[src/rtl/ladder_seq.sv]
module ladder_seq #(
  parameter int M = 16,
  parameter int S = 4,
  parameter int W = 8
) (
  input  logic         clk,
  input  logic         rst_n,
  input  logic         start,
  input  logic [M-1:0] scalar,
  input  logic [S*W-1:0] base_pt,
  input  logic [S*W-1:0] init_pt,
  output logic         eng_req,
  output logic [S*W-1:0] eng_a,
  output logic [S*W-1:0] eng_b,
  output logic [S*W-1:0] eng_base,
  input  logic         eng_done,
  input  logic [S*W-1:0] eng_ra,
  input  logic [S*W-1:0] eng_rb,
  output logic         busy,
  output logic         done,
  output logic [S*W-1:0] v1,
  output logic [S*W-1:0] v2
);
  localparam int N    = S * W;
  localparam int IDXW = (M > 1) ? $clog2(M) : 1;
  localparam int WSW  = (S > 1) ? $clog2(S) : 1;

  typedef enum logic [2:0] {IDLE, SW1, REQ, WAIT, SW2, FIN} st_t;

  st_t            st;
  logic [M-1:0]   key;
  logic [IDXW-1:0] idx;
  logic [WSW-1:0] wsel;
  logic [N-1:0]   pb;
  logic [N-1:0]   v1_sw, v2_sw;
  logic [W-1:0]   mask;
  logic           last_word;

  assign mask      = {W{key[idx]}};
  assign last_word = (wsel == WSW'(S - 1));

  for (genvar j = 0; j < S; j++) begin : g_word
    logic [W-1:0] diff;
    logic [W-1:0] flip;
    assign diff = v1[j*W +: W] ^ v2[j*W +: W];
    assign flip = (wsel == WSW'(j)) ? (diff & mask) : '0;
    assign v1_sw[j*W +: W] = v1[j*W +: W] ^ flip;
    assign v2_sw[j*W +: W] = v2[j*W +: W] ^ flip;
  end

  always_ff @(posedge clk) begin
    if (!rst_n) begin
      st   <= IDLE;
      key  <= '0;
      idx  <= '0;
      wsel <= '0;
      pb   <= '0;
      v1   <= '0;
      v2   <= '0;
    end else begin
      case (st)
        IDLE: if (start) begin
          v1   <= init_pt;
          v2   <= base_pt;
          pb   <= base_pt;
          key  <= scalar;
          idx  <= IDXW'(M - 1);
          wsel <= '0;
          st   <= SW1;
        end
        SW1: begin
          v1 <= v1_sw;
          v2 <= v2_sw;
          if (last_word) begin
            wsel <= '0;
            st   <= REQ;
          end else begin
            wsel <= wsel + WSW'(1);
          end
        end
        REQ: st <= WAIT;
        WAIT: if (eng_done) begin
          v1 <= eng_ra;
          v2 <= eng_rb;
          st <= SW2;
        end
        SW2: begin
          v1 <= v1_sw;
          v2 <= v2_sw;
          if (last_word) begin
            wsel <= '0;
            if (idx == '0) begin
              st <= FIN;
            end else begin
              idx <= idx - IDXW'(1);
              st  <= SW1;
            end
          end else begin
            wsel <= wsel + WSW'(1);
          end
        end
        FIN: st <= IDLE;
        default: st <= IDLE;
      endcase
    end
  end

  assign eng_req  = (st == REQ);
  assign done     = (st == FIN);
  assign busy     = (st != IDLE);
  assign eng_a    = v1;
  assign eng_b    = v2;
  assign eng_base = pb;

  a_r2_load: assert property (@(posedge clk) disable iff (!rst_n)
    (st == IDLE && start) |=> (idx == IDXW'(M - 1) && v1 == $past(init_pt) && v2 == $past(base_pt)));

  a_r3_bit_order: assert property (@(posedge clk) disable iff (!rst_n)
    (st == SW1 && $past(st) == SW2) |-> (idx == $past(idx) - IDXW'(1)));

  a_r3_hold_wait: assert property (@(posedge clk) disable iff (!rst_n)
    (st == WAIT && !eng_done) |=> ($stable(v1) && $stable(v2)));

  a_r5_req_pulse: assert property (@(posedge clk) disable iff (!rst_n)
    eng_req |=> !eng_req);

  a_r6_done_pulse: assert property (@(posedge clk) disable iff (!rst_n)
    done |=> (!done && !busy));

  a_r8_key_locked: assert property (@(posedge clk) disable iff (!rst_n)
    busy |=> $stable(key));
endmodule

[config.mk]
export PLATFORM = sky130hd
export DESIGN_NAME = ladder_seq
export DESIGN_NICKNAME = d
export VERILOG_FILES = /design/src/rtl/ladder_seq.sv
export SDC_FILE = /design/constraint.sdc
export NUM_CORES = 1
export LEC_CHECK = 0
export ABC_AREA = 1
export BUFFER_PORTS_ARGS = -buffer_cell sky130_fd_sc_hd__buf_2
export CAP_MARGIN = 15
export CORE_ASPECT_RATIO = 0.6
export CORE_MARGIN = 10
export CORE_UTILIZATION = 25
export DETAILED_ROUTE_END_ITERATION = 16
export GPL_TIMING_DRIVEN = 0
export SYNTH_ARGS = -nofsm -noshare
export SYNTH_HDL_FRONTEND = slang
export SYNTH_SLANG_ARGS = --single-unit
[constraint.sdc]
create_clock -name clk -period 2.14 [get_ports clk]
set_clock_uncertainty 0.2 [all_clocks]
set_input_delay 0.428 -clock clk [delete_from_list [all_inputs] [get_ports clk]]
set_output_delay 0.428 -clock clk [all_outputs]
set_load 0.02 [all_outputs]
==> qor.yml <==
placed_design:
  place_congestion: 0.826
  portBuffers: 309
  dpl.cell_count: 1912
  hpwl_mm: 30.7
  placed_area_mm2: 0.00983
synth:
  synth_most_common_cell: "nand3_1"
  synth.yosys.warnings: 0
  yosys-top-cells-area: "dfxtp_1 31%, nand3_1 11%, o21ai_0 9.5%"
  syn_nets: 1349
  synth_area_mm2: 0.00778
  muxShareOfSynthArea: 0
  synthDominantCellAreaShare: 0.311
  synth_edf_count: 0
  synth_top_family_by_area: "simple AND/OR/NAND/NOR gates"
  synthSimpleGateAreaFrac: 0.337
  synthDistinctLibCells: 27
  seq_area_frac_synth: 0.311
  avgSynthCellArea_um2: 6.51
  synth-adder-area-share: 0.00965
  synth_common_cells: "176 x nand3_1, 159 x nand2_1, 148 x o21ai_0"
  netlist_instances: 1195
  synth_compound_area_frac: 0.178
  synth-seq-cells: 121
  synth_ff_type: "dfxtp_1"
  synthXorXnorAreaFrac: 0
  synthArstFlopShare: 0
  yosysTopAreaCell: "dfxtp_1"
route:
  firstDrtPassIters: 5
  drc_errors: 0
  via_per_inst: 5.01
  drt_iter0_drc: 832
  antenna_left: 0
  wire_per_inst_um: 19.9
  drt_wl_total_mm: 38.7
  vias: 9755
clock_network:
  tritoncts: "yes"
  clkSinkCount: 121
  cts_buffer_depth: 2
  clock_latency_ns: 0.44
  numCtsBuffers: 17
  cts_hold_buffers: 0
  cts_root_buffer: "clkbuf_16"
  htree_num_levels: 4
  clk_pin_slew_ns: 0.06
timing:
  fin_crit_ns: 2.04
  rsz0062_at_grt: "false"
  hold_viol_final: 0
  finalMaxSlewViolations: 0
  fin_crit_sh: 0.952
  finalSetupViolCount: 0
  worstMarginPinSlew_ns: 0.750
  max_freq_mhz: 491
  relSlewSlack: 0.500
floorplan:
  initial_core_util: 0.257
  die_area_mm2: 0.0388
  die_x_um: 248
  fp.dieH_um: 157
  coreArea_mm2: 0.0303
  io_pins: 311
  rows: 49
cells_and_area:
  stdcell_count: 1946
  synthToLayoutAreaGrowth_pct: 35.6
  fin_area_mm2: 0.0105
  drive_above_1_share: 0.320
  nets: 1677
  fillers: 3336
worst_hold_path:
  hold_path_class: "in -> reg"
setup_path:
  required_ns: 2.27
  start_kind: "register"
  path_class: "reg -> reg"
  critPathCaptureType: "register"
  cp_max_fo: 10
  crit_arrival_ns: 2.17
power_and_ir_drop:
  ir_drop_v: 0.000810
  total_power_mw: 20.8
  power_density_mw_per_mm2: 1970
  leakage_nw: 5.25
global_route:
  grt_usage: 0.192
  grt_pass1_wl_mm: 56.2
  grt_pass1_vias: 9187
  grt_remaining_overflow: 0
  grt_antenna_before_repair: 5
  grt_max_degree: 17
outcome:
  status: "finished, final reports clean"
run:
  max_cap_violations: 0
## state kept, by name, summed over array words and instances, names as in the netlist
signal    count
eng_base     32
st            3
idx           4
wsel          2
eng_a        32
key          16
eng_b        32
## layout make-up
class | count | area (um^2) | area share
diodes | 2 | 5.00 | 0.000475
plain buffers | 149 | 966 | 0.0916
clock buffers | 18 | 429 | 0.0407
clock inverters | 14 | 180 | 0.0171
inverters | 99 | 372 | 0.0352
multi-input cells | 825 | 4090 | 0.388
flip-flops and latches | 121 | 2420 | 0.230
well taps | 408 | 510 | 0.0484
repair buffers | 310 | 1570 | 0.149
## power breakdown
part | leakage, nW | internal, mW | switching, mW
Combinational | 3.95 | 4.52 | 8.55
Clock | 0.291 | 1.93 | 1.19
Sequential | 1.00 | 3.25 | 1.37
## cell families after synthesis
| kind of cell | after synthesis |
|---|---|
| AO/OA/AOI/OAI | 273 |
| AND/OR/NAND/NOR | 546 |
| flip-flops | 121 |
| adder cells (fa/ha/maj) | 6 |
| buffers and inverters | 249 |
## per-stage QoR
stage	setup TNS [ns]	utilization	hold slack, ns	setup slack, ns
2_1_floorplan	0	-	0.229	0.363
3_3_place_gp	-8.22	0.325	0.243	-0.275
3_5_place_dp	-8.96	0.325	0.253	-0.335
4_1_cts	0	0.346	0.00971	0.00138
5_1_grt	0	0.348	0.0199	0.00509
6_report	0	0.348	0.0272	0.102
## timing repair
action	4_1_cts	5_1_grt
endpoints found under the setup margin	83	105
setup buffers	0	1
pin swaps	0	1
resized for setup	13	37
## critical path: stages (launching register included)
cell and delay (ns):
dfxtp_1 0.41, nor2_2 0.09, nand3_1 0.15, o21ai_2 0.11, a21oi_2 0.17, buf_6 0.18, buf_2 0.28, and3_1 0.25
a21oi_1 0.07
## worst paths after layout
check	slack, ns	depth (start not counted)	start	to
min	0.03	3	base_pt[14]	eng_base[14]
min reg2reg	0.26	2	key[5]	key[5]
max reg2reg	0.10	8	st[0]	eng_a[16]
max	0.10	8	st[0]	eng_a[16]
## cell usage in the layout, fill, tap and decap left out, types with 2 or more instances in the layout
cell / n
o21ai_2: 2
clkinv_2: 6
nand2_1: 159
diode_2: 2
buf_6: 3
clkinvlp_4: 4
and3_1: 64
bufinv_16: 4
dfxtp_1: 119
nand3_1: 176
nor2_2: 2
clkbuf_1: 19
dfxtp_2: 2
clkbuf_4: 5
clkbuf_16: 17
a21oi_1: 118
buf_4: 85
nand4_1: 65
nor2_4: 2
a31oi_1: 3
buf_2: 333
nor2_1: 74
inv_1: 91
inv_2: 8
ha_1: 4
clkbuf_2: 13
ha_2: 2
o21ai_0: 148
## layer usage
metal  GRT usage  part of all wire
met1       0.254              0.45
met2       0.295              0.44
met3      0.0592             0.091
met4      0.0538             0.020
met5           0           0.00093
Power figures use the tool's default switching activity.
